$ cat config.mk
export PLATFORM = sky130hd
export DESIGN_NAME = multi_branch_predictor
export DESIGN_NICKNAME = d
export VERILOG_FILES = /design/src/rtl/mbp_pkg.sv /design/src/rtl/mbp_ctrl.sv /design/src/rtl/mbp_dpath.sv /design/src/rtl/multi_branch_predictor.sv
export SDC_FILE = /design/constraint.sdc
export NUM_CORES = 1
export LEC_CHECK = 0
export ABC_CLOCK_PERIOD_IN_PS = 6830
export CAP_MARGIN = 20
export CORE_UTILIZATION = 50
export CTS_CLUSTER_DIAMETER = 40
export CTS_CLUSTER_SIZE = 14
export DETAILED_ROUTE_END_ITERATION = 7
export PLACE_DENSITY = 0.77
export SLEW_MARGIN = 20
export SYNTH_ARGS = -nofsm -noshare
export SYNTH_HDL_FRONTEND = slang
export SYNTH_SLANG_ARGS = --single-unit
$ cat constraint.sdc
create_clock -name clk -period 6.83 [get_ports clk]
set_input_delay 1.0245 -clock clk [delete_from_list [all_inputs] [get_ports clk]]
set_output_delay 1.0245 -clock clk [all_outputs]
set_load 0.02 [all_outputs]
$ cat src/rtl/mbp_pkg.sv
package mbp_pkg;

  localparam int MAX_CTRS = 7;

  // Strobes passed from update control to the datapath
  typedef struct packed {
    logic [MAX_CTRS-1:0] train;    // counter slot is trained this cycle
    logic [MAX_CTRS-1:0] dir;      // 1 = move toward taken
    logic [1:0]          shiftCnt; // outcomes entering history
    logic [2:0]          outcome;  // resolved directions, bit k = branch k
  } trainStrobe_t;

  function automatic logic [1:0] satStep(input logic [1:0] cur, input logic up);
    if (up) satStep = (cur == 2'd3) ? 2'd3 : cur + 2'd1;
    else    satStep = (cur == 2'd0) ? 2'd0 : cur - 2'd1;
  endfunction

endpackage

$ cat src/rtl/mbp_ctrl.sv
module mbp_ctrl
  import mbp_pkg::*;
#(
  parameter bit TREE_MODE = 1'b0
) (
  input  logic         clk,
  input  logic         rstN,
  input  logic         updValid,
  input  logic [1:0]   updCount,
  input  logic [2:0]   updTaken,
  output trainStrobe_t strobe
);

  generate
    if (TREE_MODE) begin : g_tree
      always_comb begin
        int sel1;
        int sel2;
        strobe = '0;
        sel1 = 1 + int'(updTaken[0]);
        sel2 = 3 + 2 * int'(updTaken[0]) + int'(updTaken[1]);
        if (updValid) begin
          strobe.shiftCnt = updCount;
          strobe.outcome  = updTaken;
          if (updCount >= 2'd1) begin
            strobe.train[0] = 1'b1;
            strobe.dir[0]   = updTaken[0];
          end
          if (updCount >= 2'd2) begin
            strobe.train[sel1] = 1'b1;
            strobe.dir[sel1]   = updTaken[1];
          end
          if (updCount == 2'd3) begin
            strobe.train[sel2] = 1'b1;
            strobe.dir[sel2]   = updTaken[2];
          end
        end
      end
    end else begin : g_flat
      always_comb begin
        strobe = '0;
        if (updValid) begin
          strobe.shiftCnt = updCount;
          strobe.outcome  = updTaken;
          for (int k = 0; k < 3; k++) begin
            if (2'(k) < updCount) begin
              strobe.train[k] = 1'b1;
              strobe.dir[k]   = updTaken[k];
            end
          end
        end
      end
    end
  endgenerate

  // one trained counter per resolved branch
  a_r4_train_count: assert property (@(posedge clk) disable iff (!rstN)
    updValid |-> ($countones(strobe.train) == int'(updCount)));

  // idle update port touches nothing
  a_r4_idle: assert property (@(posedge clk) disable iff (!rstN)
    !updValid |-> (strobe.train == '0 && strobe.shiftCnt == 2'd0));

endmodule

$ cat src/rtl/mbp_dpath.sv
module mbp_dpath
  import mbp_pkg::*;
#(
  parameter int IDX_W     = 6,
  parameter int ADDR_W    = 32,
  parameter bit TREE_MODE = 1'b0,
  localparam int HIST_W   = TREE_MODE ? IDX_W - 1 : IDX_W,
  localparam int NCTR     = TREE_MODE ? 7 : 3,
  localparam int DEPTH    = 1 << HIST_W
) (
  input  logic              clk,
  input  logic              rstN,
  input  logic [ADDR_W-1:0] lookupAddr,
  input  logic [IDX_W-1:0]  updIdx,
  input  trainStrobe_t      strobe,
  output logic [IDX_W-1:0]  lookupIdx,
  output logic [2:0]        predTaken
);

  logic [HIST_W-1:0]  hist;
  logic [2*NCTR-1:0]  ctrTab [DEPTH];
  logic [HIST_W-1:0]  curIdx;
  logic [HIST_W-1:0]  wrIdx;
  logic [2*NCTR-1:0]  curEntry;
  logic               unusedBits;

  assign curIdx     = hist ^ lookupAddr[HIST_W-1:0];
  assign wrIdx      = updIdx[HIST_W-1:0];
  assign curEntry   = ctrTab[curIdx];
  assign lookupIdx  = IDX_W'(curIdx);
  assign unusedBits = ^{strobe, lookupAddr, updIdx};

  // Prediction select: variant picked by entry layout
  generate
    if (TREE_MODE) begin : g_treeSel
      always_comb begin
        int s1;
        int s2;
        predTaken[0] = curEntry[1];
        s1 = 1 + int'(predTaken[0]);
        predTaken[1] = curEntry[2*s1+1];
        s2 = 3 + 2 * int'(predTaken[0]) + int'(predTaken[1]);
        predTaken[2] = curEntry[2*s2+1];
      end
    end else begin : g_flatSel
      for (genvar k = 0; k < 3; k++) begin : g_bit
        assign predTaken[k] = curEntry[2*k+1];
      end
    end
  endgenerate

  // Counter table
  always_ff @(posedge clk or negedge rstN) begin
    if (!rstN) begin
      for (int e = 0; e < DEPTH; e++) ctrTab[e] <= {NCTR{2'b01}};
    end else begin
      for (int k = 0; k < NCTR; k++) begin
        if (strobe.train[k])
          ctrTab[wrIdx][2*k +: 2] <= satStep(ctrTab[wrIdx][2*k +: 2], strobe.dir[k]);
      end
    end
  end

  // Global history, oldest resolved outcome shifted in first
  always_ff @(posedge clk or negedge rstN) begin
    if (!rstN) begin
      hist <= '0;
    end else begin
      case (strobe.shiftCnt)
        2'd1:    hist <= {hist[HIST_W-2:0], strobe.outcome[0]};
        2'd2:    hist <= {hist[HIST_W-3:0], strobe.outcome[0], strobe.outcome[1]};
        2'd3:    hist <= {hist[HIST_W-4:0], strobe.outcome[0], strobe.outcome[1],
                          strobe.outcome[2]};
        default: hist <= hist;
      endcase
    end
  end

  // history frozen without resolved outcomes
  a_r5_hist_hold: assert property (@(posedge clk) disable iff (!rstN)
    (strobe.shiftCnt == 2'd0) |=> $stable(hist));

  // saturation at the top
  a_r3_sat_top: assert property (@(posedge clk) disable iff (!rstN)
    (strobe.train[0] && strobe.dir[0] && ctrTab[wrIdx][1:0] == 2'd3)
    |=> (ctrTab[$past(wrIdx)][1:0] == 2'd3));

  // saturation at the bottom
  a_r3_sat_bottom: assert property (@(posedge clk) disable iff (!rstN)
    (strobe.train[0] && !strobe.dir[0] && ctrTab[wrIdx][1:0] == 2'd0)
    |=> (ctrTab[$past(wrIdx)][1:0] == 2'd0));

  generate
    if (TREE_MODE) begin : g_topBit
      // narrowed index never sets its top bit
      a_r8_idx_top: assert property (@(posedge clk) disable iff (!rstN)
        lookupIdx[IDX_W-1] == 1'b0);
    end
  endgenerate

endmodule

$ cat src/rtl/multi_branch_predictor.sv
module multi_branch_predictor
  import mbp_pkg::*;
#(
  parameter int IDX_W     = 6,
  parameter int ADDR_W    = 32,
  parameter bit TREE_MODE = 1'b0
) (
  input  logic              clk,
  input  logic              rstN,
  input  logic [ADDR_W-1:0] lookupAddr,
  output logic [IDX_W-1:0]  lookupIdx,
  output logic [2:0]        predTaken,
  input  logic              updValid,
  input  logic [IDX_W-1:0]  updIdx,
  input  logic [1:0]        updCount,
  input  logic [2:0]        updTaken
);

  trainStrobe_t strobe;

  mbp_ctrl #(.TREE_MODE(TREE_MODE)) u_ctrl (
    .clk      (clk),
    .rstN     (rstN),
    .updValid (updValid),
    .updCount (updCount),
    .updTaken (updTaken),
    .strobe   (strobe)
  );

  mbp_dpath #(.IDX_W(IDX_W), .ADDR_W(ADDR_W), .TREE_MODE(TREE_MODE)) u_dpath (
    .clk        (clk),
    .rstN       (rstN),
    .lookupAddr (lookupAddr),
    .updIdx     (updIdx),
    .strobe     (strobe),
    .lookupIdx  (lookupIdx),
    .predTaken  (predTaken)
  );

endmodule

==> metrics.md <==
| Metric | Value |
|---|---|
| Sequential Power Share | `40.2%` |
| WL/cell | `24.0 um` |
| RSZ-0062 raised after global routing | `no` |
| Tcrit/Tclk final | `83.2%` |
| # IOs | `55` |
| Grt ovf | `0` |
| Sink Count | `390` |
| Switching Share | `26.1%` |
| Antenna diodes | `0` |
| Number of buffers created by CTS | `52` |
| Post-DRT Antenna Nets | `0` |
| Syn_nets | `2082` |
| Main combinational cell family by area after synthesis | `compound AO/OA/AOI/OAI gates` |
| Cell area after synthesis | `0.0200 mm^2` |
| Critical Path RT | `5810 ps` |
| Nets | `2084` |
| Synth warnings | `0` |
| Vias in the first global route | `16700` |
| Crit-path max FO | `17` |
| Largest net degree at the start of global routing | `180` |
| Row count | `72` |
| Critical Path Sink Type | `primary output` |
| Slew Limit Headroom | `22.2%` |
| Pwr/cell area | `271 mW/mm^2` |
| FMAX | `0.176 GHz` |
| H-Tree Depth | `2` |
| First-pass GRT wire length | `96100 um` |
| Post-synthesis async set-or-reset flop share | `100%` |
| Post-synthesis cell count | `2036` |
| CTS Buffer Depth | `3` |
| Pleak | `0.00855 uW` |
| P_int | `4560 uW` |
| CP arrival | `4660 ps` |
| Comb power frac | `11.1%` |
| Post-synthesis average cell area | `9.80 um^2` |
| Post-layout min period | `5680 ps` |
| Fin. max-slew vios | `0` |
| Sequential cell area | `0.0100 mm^2` |
| Number of synthesized flops with an enable pin | `0` |
| Initial core utilization | `51.2%` |
| Failing checks | `design-rule violations` |
| Synth-to-Final Area Change | `14.2%` |
| Worst Tran Pin Value | `1160 ps` |
| Die height | `202 um` |
| CP delay by family, top | `buffers and inverters` |
| Total chip power | `6170 uW` |
| Critical path buffers and inverters | `3` |
| Ys flop type | `dfrtp_1` |
| GRT Overall Usage | `30.7%` |
| Post-CTS Setup Inserts | `0` |
| Worst vdd ir | `0.000179 V` |
| Yosys reg bits | `390` |
| DRT Wirelength | `62400 um` |
| Final Wtd Congestion | `0.932` |
| Clk network pwr share | `48.7%` |
| # DRC | `1` |
| Status | `complete, but fails checks` |
| Sw Pwr | `1610 uW` |
| Hold-fix buffer count after cts | `0` |
| Synth Area in XOR/XNOR | `0.263%` |
| Register area share after synthesis | `50.1%` |
| Via count | `16900` |
| Initial drt markers | `2165` |
| Setup crit start kind | `input port` |
| Crit-path max cell delay | `800 ps` |
| Die width | `202 um` |
| Filler cell count in the final layout | `3125` |
| Antenna violations before repair | `2` |
| Post-DP HPWL | `38500 um` |
| Worst Skew | `15.0 ps` |
| Worst hold-check path type | `input port to asynchronous set/reset pin` |
| Adder-cell share of the synthesized area | `0.320%` |
| Die area | `0.0407 mm^2` |
| Crit-path slowest cell | `xor2_4` |
| CP cell instances | `clkdlybuf4s50_1, xor2_4, buf_4, mux4_2, mux2i_1, mux4_2, mux2i_1, clkdlybuf4s50_1` |
| Max capacitance violation total | `0` |
| Clock latency on the worst-skew pair | `590 ps` |
| Number of port buffers | `28` |
| DRT Pass-1 Iters | `8` |
| Clock root buffer | `clkbuf_16` |
| Dpl ws | `1220 ps` |
| Final worst setup slack | `1150 ps` |
| Final hold vios | `0` |
| Area of the multi-input gates | `0.00940 mm^2` |
| Fin util | `58.4%` |
| # resized after CTS | `0` |
| Share of cells above drive strength 1 | `22.8%` |
| Crit path kind | `input port to primary output` |
| Synth cell types | `64` |
| CTS tree | `yes` |
| Setup-failing EPs final | `0` |
| Sum of negative setup slack | `0 ps` |
| Compound-Gate Fraction of Synth Area | `17.3%` |
| Vias per cell | `6.51` |
| Post-synthesis mux area share | `13.6%` |
| Area of the core | `0.0390 mm^2` |
| Simple-gate share of the synthesized area | `15.0%` |
| Worst-path clk slew | `60 ps` |
==> power groups by stage <==
stage	Sequential [uW]	Clock (uW)	Combinational, uW
2_1_floorplan	2490	0	407
3_3_place_gp	2510	0	657
3_5_place_dp	2510	0	667
4_1_cts	2480	3030	670
5_1_grt	2490	3120	722
6_report	2480	3000	687
==> synth_stat cells (6+ instances only) <==
cell,n,area [um^2]
nand2_1,610,2290
o21ai_0,225,1130
dfrtp_1,198,4950
dfstp_2,192,5040
o21ai_1,181,906
mux4_2,75,1690
mux2i_1,68,681
clkbuf_1,66,248
a221oi_1,35,307
buf_2,33,165
a22oi_1,31,233
mux2_2,25,282
a21oi_1,23,115
a22o_1,23,201
nor2_1,23,86.3
nor3_1,16,80.1
buf_1,15,56.3
o22ai_1,14,87.6
nand2b_1,13,81.3
buf_4,12,90.1
a31oi_1,10,62.6
and2_1,9,56.3
nand3b_1,9,67.6
a221o_1,7,70.1
buf_6,7,78.8
nand3_1,7,35.0
o2bb2ai_1,7,61.3
and3_1,6,37.5
clkbuf_2,6,30.0
o211ai_1,6,45.0
==> placed cells by master (no fill, tap or decap), types with 6 or more instances in the layout <==
master           instances
and2_1                   9
nand3b_1                 9
o2bb2ai_1                7
clkbuf_16               53
buf_4                   57
a22oi_1                 31
nand2b_1                13
nand3_1                  7
o22ai_1                 14
and3_1                   6
o211ai_1                 6
nand2_1                610
a31oi_1                 10
nor3_2                   8
a21oi_1                 23
mux2_2                  25
nor2_1                  22
dfrtp_1                198
o21ai_1                181
mux2i_1                 68
a221o_1                  7
dfstp_2                192
clkinv_4                 6
clkdlybuf4s50_1         24
clkinv_2                 6
o21ai_0                225
nor3_1                   8
a221oi_1                35
bufinv_16               11
a22o_1                  23
mux4_2                  75
inv_6                    9
==> final timing paths <==
check / slack [ps] / to / startpoint / cells after the start
min reg2reg: 460 / u_dpath.ctrTab[270] / u_dpath.ctrTab[270] / 2
min in group clk: 460 / u_dpath.ctrTab[270] / u_dpath.ctrTab[270] / 2
min: 370 / u_dpath.ctrTab[157] / rstN / 1
max reg2reg: 3480 / u_dpath.ctrTab[328] / u_dpath.ctrTab[71] / 8
max in group asynchronous: 4720 / u_dpath.ctrTab[251] / rstN / 3
max: 1150 / predTaken[2] / lookupAddr[0] / 8
==> registers in the layout, indices dropped and copies added (netlist names) <==
register	count
u_dpath.hist	6
u_dpath.ctrTab	384
==> per-stage QoR <==
step	instance area [um^2]	cells	hold slack, ps
2_1_floorplan	20000	2036	440
3_3_place_gp	20800	2499	447
3_5_place_dp	20800	2499	453
4_1_cts	22700	2595	462
5_1_grt	22800	2598	394
6_report	22800	2598	373
==> cells by family after synthesis <==
family | Yosys count
AO/OA/AOI/OAI | 590
XOR/XNOR | 6
adder cells (fa/ha/maj) | 6
buffers and inverters | 145
flip-flops | 390
multiplexers | 173
AND/OR/NAND/NOR | 726
==> routing by layer <==
| layer | part of all wire, % | global-route usage (%) | up-vias |
|---|---|---|---|
| li1 | - | - | 7336 |
| met1 | 38 | 41.1 | 8244 |
| met2 | 45 | 46.3 | 1066 |
| met3 | 12 | 7.45 | 262 |
| met4 | 5.8 | 16.8 | 0 |
| met5 | 0 | 0 | - |
==> layout make-up <==
type | instances | share of cell area [%]
clock buffers | 59 | 6.09
clock inverters | 37 | 2.36
inverters | 6 | 0.0988
multi-input cells | 1501 | 41.2
flip-flops and latches | 390 | 43.9
well taps | 518 | 2.84
repair buffers | 87 | 3.50
Power figures use the tool's default switching activity.
